`src/rtl/pq_pkg.sv`:
```
package pq_pkg;
    localparam int DW    = 8;
    localparam int DEPTH = 4;
    localparam int PW    = $clog2(DEPTH);
    localparam int CW    = PW + 1;
    localparam int AW    = 16;

    typedef struct packed {
        logic [PW-1:0] rpos;
        logic [PW-1:0] wpos;
        logic          empty;
    } ctrl_t;
endpackage

```
`src/rtl/pq_len.sv`:
```
module pq_len
    import pq_pkg::*;
(
    input  logic [PW-1:0] rpos_i,
    input  logic [PW-1:0] wpos_i,
    input  logic          empty_i,
    output logic [CW-1:0] fill_o
);
    logic [PW-1:0] diff;

    always_comb begin
        diff = wpos_i - rpos_i;
        if (diff == '0) begin
            fill_o = empty_i ? '0 : CW'(DEPTH);
        end else begin
            fill_o = {1'b0, diff};
        end
    end
endmodule

```
`src/rtl/pq_ctrl.sv`:
```
module pq_ctrl
    import pq_pkg::*;
(
    input  logic          clk,
    input  logic          rst_n,
    input  logic          flush_i,
    input  logic          wr_en_i,
    input  logic          rd_en_i,
    input  logic [CW-1:0] fill_i,
    output ctrl_t         st_o
);
    ctrl_t st_d, st_q;

    always_comb begin
        st_d = st_q;
        if (flush_i) begin
            st_d.rpos  = '0;
            st_d.wpos  = '0;
            st_d.empty = 1'b1;
        end else begin
            if (wr_en_i) begin
                st_d.wpos  = st_q.wpos + 1'b1;
                st_d.empty = 1'b0;
            end
            if (rd_en_i) begin
                st_d.rpos = st_q.rpos + 1'b1;
                if (!wr_en_i && fill_i == CW'(1)) begin
                    st_d.empty = 1'b1;
                end
            end
        end
    end

    always_ff @(posedge clk) begin
        if (!rst_n) begin
            st_q <= '{rpos: '0, wpos: '0, empty: 1'b1};
        end else begin
            st_q <= st_d;
        end
    end

    assign st_o = st_q;

    assert_rpos_wrap_R3: assert property (@(posedge clk) disable iff (!rst_n)
        (!flush_i && rd_en_i && st_q.rpos == PW'(DEPTH-1)) |=> (st_q.rpos == '0));

    assert_wpos_wrap_R3: assert property (@(posedge clk) disable iff (!rst_n)
        (!flush_i && wr_en_i && st_q.wpos == PW'(DEPTH-1)) |=> (st_q.wpos == '0));

    assert_flush_resets_R6: assert property (@(posedge clk) disable iff (!rst_n)
        flush_i |=> (st_q.empty && st_q.rpos == '0 && st_q.wpos == '0));
endmodule

```
`src/rtl/pq_store.sv`:
```
module pq_store
    import pq_pkg::*;
(
    input  logic          clk,
    input  logic          rst_n,
    input  logic          wr_en_i,
    input  logic [PW-1:0] wpos_i,
    input  logic [DW-1:0] wr_data_i,
    input  logic [PW-1:0] rpos_i,
    output logic [DW-1:0] rd_data_o
);
    logic [DW-1:0] mem_q [DEPTH];
    logic [DW-1:0] mem_d [DEPTH];

    for (genvar g = 0; g < DEPTH; g++) begin : g_entry
        always_comb begin
            mem_d[g] = mem_q[g];
            if (wr_en_i && wpos_i == PW'(g)) begin
                mem_d[g] = wr_data_i;
            end
        end

        always_ff @(posedge clk) begin
            if (!rst_n) begin
                mem_q[g] <= '0;
            end else begin
                mem_q[g] <= mem_d[g];
            end
        end
    end

    assign rd_data_o = mem_q[rpos_i];
endmodule

```
`src/rtl/prefetch_byte_queue.sv`:
```
module prefetch_byte_queue
    import pq_pkg::*;
(
    input  logic          clk,
    input  logic          rst_n,
    input  logic          flush_i,
    input  logic          wr_valid_i,
    input  logic [7:0]    wr_data_i,
    output logic          wr_ready_o,
    input  logic          rd_req_i,
    output logic          rd_valid_o,
    output logic [7:0]    rd_data_o,
    output logic [2:0]    fill_o,
    input  logic [15:0]   fetch_ip_i,
    output logic [15:0]   corr_ip_o
);
    ctrl_t         st;
    logic [CW-1:0] fill;
    logic          wr_en;
    logic          rd_en;

    assign wr_ready_o = (fill != CW'(DEPTH));
    assign rd_valid_o = !st.empty;
    assign wr_en      = wr_valid_i && wr_ready_o && !flush_i;
    assign rd_en      = rd_req_i && rd_valid_o && !flush_i;
    assign fill_o     = fill;
    assign corr_ip_o  = fetch_ip_i - AW'(fill);

    pq_len u_len (
        .rpos_i  (st.rpos),
        .wpos_i  (st.wpos),
        .empty_i (st.empty),
        .fill_o  (fill)
    );

    pq_ctrl u_ctrl (
        .clk     (clk),
        .rst_n   (rst_n),
        .flush_i (flush_i),
        .wr_en_i (wr_en),
        .rd_en_i (rd_en),
        .fill_i  (fill),
        .st_o    (st)
    );

    pq_store u_store (
        .clk       (clk),
        .rst_n     (rst_n),
        .wr_en_i   (wr_en),
        .wpos_i    (st.wpos),
        .wr_data_i (wr_data_i),
        .rpos_i    (st.rpos),
        .rd_data_o (rd_data_o)
    );

    assert_full_blocks_R8: assert property (@(posedge clk) disable iff (!rst_n)
        (fill_o == 3'd4) |-> !wr_ready_o);

    assert_full_write_ignored_R8: assert property (@(posedge clk) disable iff (!rst_n)
        (wr_valid_i && !wr_ready_o && !rd_req_i && !flush_i) |=> $stable(fill_o));

    assert_stall_when_empty_R5: assert property (@(posedge clk) disable iff (!rst_n)
        !rd_valid_o |-> (fill_o == 3'd0));

    assert_flush_clears_R6: assert property (@(posedge clk) disable iff (!rst_n)
        flush_i |=> (fill_o == 3'd0 && !rd_valid_o));

    assert_balanced_hold_R9: assert property (@(posedge clk) disable iff (!rst_n)
        (!flush_i && wr_valid_i && wr_ready_o && rd_req_i && rd_valid_o) |=> $stable(fill_o));

    assert_no_bypass_R10: assert property (@(posedge clk) disable iff (!rst_n)
        (!flush_i && !rd_valid_o && wr_valid_i) |-> (fill_o == 3'd0) ##1 (rd_valid_o && fill_o == 3'd1));

    assert_fill_range_R4: assert property (@(posedge clk) disable iff (!rst_n)
        fill_o <= 3'd4);
endmodule

```
`config.mk`:
```
export PLATFORM = sky130hd
export DESIGN_NAME = prefetch_byte_queue
export DESIGN_NICKNAME = d
export VERILOG_FILES = /design/src/rtl/pq_pkg.sv /design/src/rtl/pq_len.sv /design/src/rtl/pq_ctrl.sv /design/src/rtl/pq_store.sv /design/src/rtl/prefetch_byte_queue.sv
export SDC_FILE = /design/constraint.sdc
export NUM_CORES = 1
export LEC_CHECK = 0
export ABC_CLOCK_PERIOD_IN_PS = 4800
export CAP_MARGIN = 20
export CORE_AREA = 2 2 87 89
export CTS_BUF_LIST = sky130_fd_sc_hd__clkbuf_4
export DETAILED_ROUTE_END_ITERATION = 7
export DIE_AREA = 0 0 89 91
export GPL_TIMING_DRIVEN = 1
export PLACE_DENSITY = 0.58
export SLEW_MARGIN = 10
export SYNTH_ARGS = -nofsm -noshare
export SYNTH_HDL_FRONTEND = slang
export SYNTH_HIERARCHICAL = 1
export SYNTH_SLANG_ARGS = --single-unit
```
`constraint.sdc`:
```
create_clock -name clk -period 4.8 [get_ports clk]
set_input_delay 0.72 -clock clk [delete_from_list [all_inputs] [get_ports clk]]
set_output_delay 0.72 -clock clk [all_outputs]
set_load 0.02 [all_outputs]
```
==> out/qor.yml <==
rsz0062_at_grt: "no"
synth_top_cell_by_area: "edfxtp_1"
ir_worst_vdd_mv: 0.0804
avgSynthCellArea_um2: 13.1
synth_top_family_by_area: "simple AND/OR/NAND/NOR gates"
hp-class: "reg2reg"
drc_errors: 0
p_int_mw: 0.483
critPathArrivalTime_ns: 3.58
crit_chain: "inv_1 -> ha_1 -> xor3_1 -> nor3_2 -> inv_1 -> ha_1 -> a21oi_1 -> nand3_2 -> nor4_1 -> xor2_1 -> clkdlybuf4s50_1"
die_area_um2: 8100
hold-worst-slack_ns: 0.588
synth_most_common_cell: "and2_1"
ctsLongestPathBuffers: 2
crit_path_start_kind: "register"
grt_usage_pct: 11.0
drt-initial-drc-count: 53
dpl_cell_area_um2: 2810
synth-seq-cells: 37
rows: 31
clk_latency_ns: 0.33
grt_pass1_wl_mm: 6.76
synth-edff-count: 32
viasPerCell: 4.23
pwr-share-comb_pct: 20.3
synth-seq-area-share_pct: 50.8
critPathKind: "reg2out"
post-route-min-period_ns: 4.30
clock_tree.root_cell: "clkbuf_4"
synthSimpleGateAreaFrac_pct: 23.7
place_hpwl_mm: 3.04
area_delta_synth_final_pct: 37.1
hold_violations: 0
first_pass_iters: 4
placed_cells: 319
avgRoutedWirePerCell_um: 12.7
yosys.area_share.adder_pct: 3.36
io_buffer_count: 57
drt_wl_total_mm: 4.17
numCtsBuffers: 5
drive_above_1_share_pct: 13.2
grt-ovfl-total: 0
place.gp.congestion: 0.729
synth_area_leaders: "edfxtp_1 46%, and2_1 9.9%, mux4_2 8.6%, dfxtp_1 4.8%, xor2_1 4.2%"
place_ws_ns: 0.742
async_flop_share_pct: 0
synth_compound_area_share_pct: 3.06
r2r_start: "u_ctrl/st_o[1]"
endpoint_kind: "output pin"
antenna_left: 0
status: "finished clean"
worst_slack_ns: 0.496
power.switching_mw: 0.162
cp_slowest_cell: "clkdlybuf4s50_1"
max_stage_delay_ns: 0.62
die_y_um: 91
final_util_pct: 40.1
clock_sinks: 37
cts_max_level: 2
vias: 1383
clk_pin_slew_ns: 0.11
clock_power_share_pct: 23.2
fin_area_um2: 2860
stdcell_count: 327
synthXorXnorAreaFrac_pct: 7.85
cts_tree: "built"
leakage_nw: 1.04
coreArea_um2: 7140
fin_setup_tns_ns: 0
diodes: 0
required_ns: 4.08
startpoint: "u_ctrl/st_o[1]"
fillers: 704
p_per_area_nw_per_um2: 226
syn-num-nets: 193
grt_pass1_vias: 1431
syn_area_um2: 2090
fin_skew_ns: 0.0101
p_seq_share_pct: 56.5
antenna_found_initial: 0
swShare_pct: 25.2
synthTopCellsByCount: "33 x and2_1, 32 x edfxtp_1, 10 x inv_1, 10 x xor2_1, 8 x mux4_2"
max_cap_violations: 0
cp_max_fo: 11
yosysUniqueCellTypes: 34
yosysTopAreaCellShare_pct: 46.0
fmax_mhz: 232
pin_count: 58
hp-start: "u_ctrl/st_o[1]"
tightest_slew_ns: 0.590
yosysWarnings: 6
fp.dieW_um: 89
fin_crit_sh_pct: 89.7
max_slew_margin_pct: 60.6
grt_max_degree: 12
start_util_pct: 29.2
synth_cells: 159
synth-main-ff-cell: "edfxtp_1"
finalSetupViolCount: 0
total_power_mw: 0.646
drv_slew: 0
muxShareOfSynthArea_pct: 8.63
nets: 261
-- power by group through the flow --
stage	Sequential [mW]	Clock, mW	Combinational (mW)
floorplan	0.371	0	0.0589
global placement	0.372	0	0.133
detailed placement	0.373	0	0.132
CTS	0.365	0.157	0.133
global route	0.366	0.174	0.141
finish	0.365	0.150	0.131
-- critical path, delay by kind of cell (launching register included) --
kind,cells,cell delay [ns]
AO/OA/AOI/OAI,1,0.20
XOR/XNOR,2,0.50
buffers and inverters,3,0.78
flip-flops,1,0.44
AND/OR/NAND/NOR,3,0.80
adder cells (fa/ha/maj),2,0.54
-- state kept, by name (all words and copies together), names as in the netlist --
name and count:
u_store/mem_q 32, u_ctrl/st_o 5
-- layer usage --
| layer | vias up | share of wire (%) | wire length (um) | global-route usage (%) |
|---|---|---|---|---|
| li1 | 715 | - | - | - |
| met1 | 624 | 46 | 1910 | 14.0 |
| met2 | 39 | 48 | 1990 | 17.8 |
| met3 | 5 | 5.0 | 209 | 3.00 |
| met4 | 0 | 1.4 | 58 | 4.10 |
| met5 | - | 0 | 0 | 0 |
-- cells in the final DEF (no fill, tap or decap) --
cell              n
xor2_1           10
inv_1            10
ha_1              4
o31a_1            1
dfxtp_2           1
nor3b_1           1
xnor2_1           6
clkbuf_4          5
dfxtp_1           4
nand2_1           2
a21bo_1           2
or4_4             2
nor3_1            1
nand2b_4          1
buf_4             6
and3b_1           1
xor3_1            1
edfxtp_1         32
and4b_1           2
o21ai_0           4
nor4_2            1
nor4bb_4          1
mux4_2            8
nor4_1            3
fa_1              1
and2_1           33
nand2b_1          3
nand3_2           1
nand3b_1          5
clkinv_2          1
nor2_1            7
clkinv_1          2
and4_1            1
or3_1             2
and4bb_2          1
clkdlybuf4s50_1  57
nor3_2            2
a21oi_1           3
-- final timing paths --
kind	to	slack [ns]	depth (start not counted)
worst min register to register	u_ctrl/st_o[1]	0.59	2
worst min-delay path	u_ctrl/st_o[1]	0.59	2
worst max register to register	u_store/mem_q[3][5]	1.94	9
worst max-delay path	corr_ip_o[13]	0.50	11
-- timing repair --
item	4_1_cts	5_1_grt
hold buffers	0	0
buffers inserted	0	0
resized for setup	0	1
setup endpoints to repair	0	2
-- logic make-up (layout without fill, tap and decap cells) --
kind of cell / count (synthesis) / after routing
multiplexers: 8 / 8
buffers and inverters: 12 / 81
XOR/XNOR: 17 / 17
AO/OA/AOI/OAI: 10 / 10
flip-flops: 37 / 37
adder cells (fa/ha/maj): 5 / 5
AND/OR/NAND/NOR: 70 / 70
-- cell type report --
type | instances | area, um2 | share of cell area [%]
clock inverter | 3 | 12.5 | 0.437
tap | 99 | 124 | 4.33
clock buffer | 5 | 37.5 | 1.31
inverter | 10 | 37.5 | 1.31
multi-input combinational | 110 | 972 | 34.0
sequential | 37 | 1060 | 37.1
timing repair buffer | 63 | 616 | 21.5
Power figures use the tool's default switching activity.
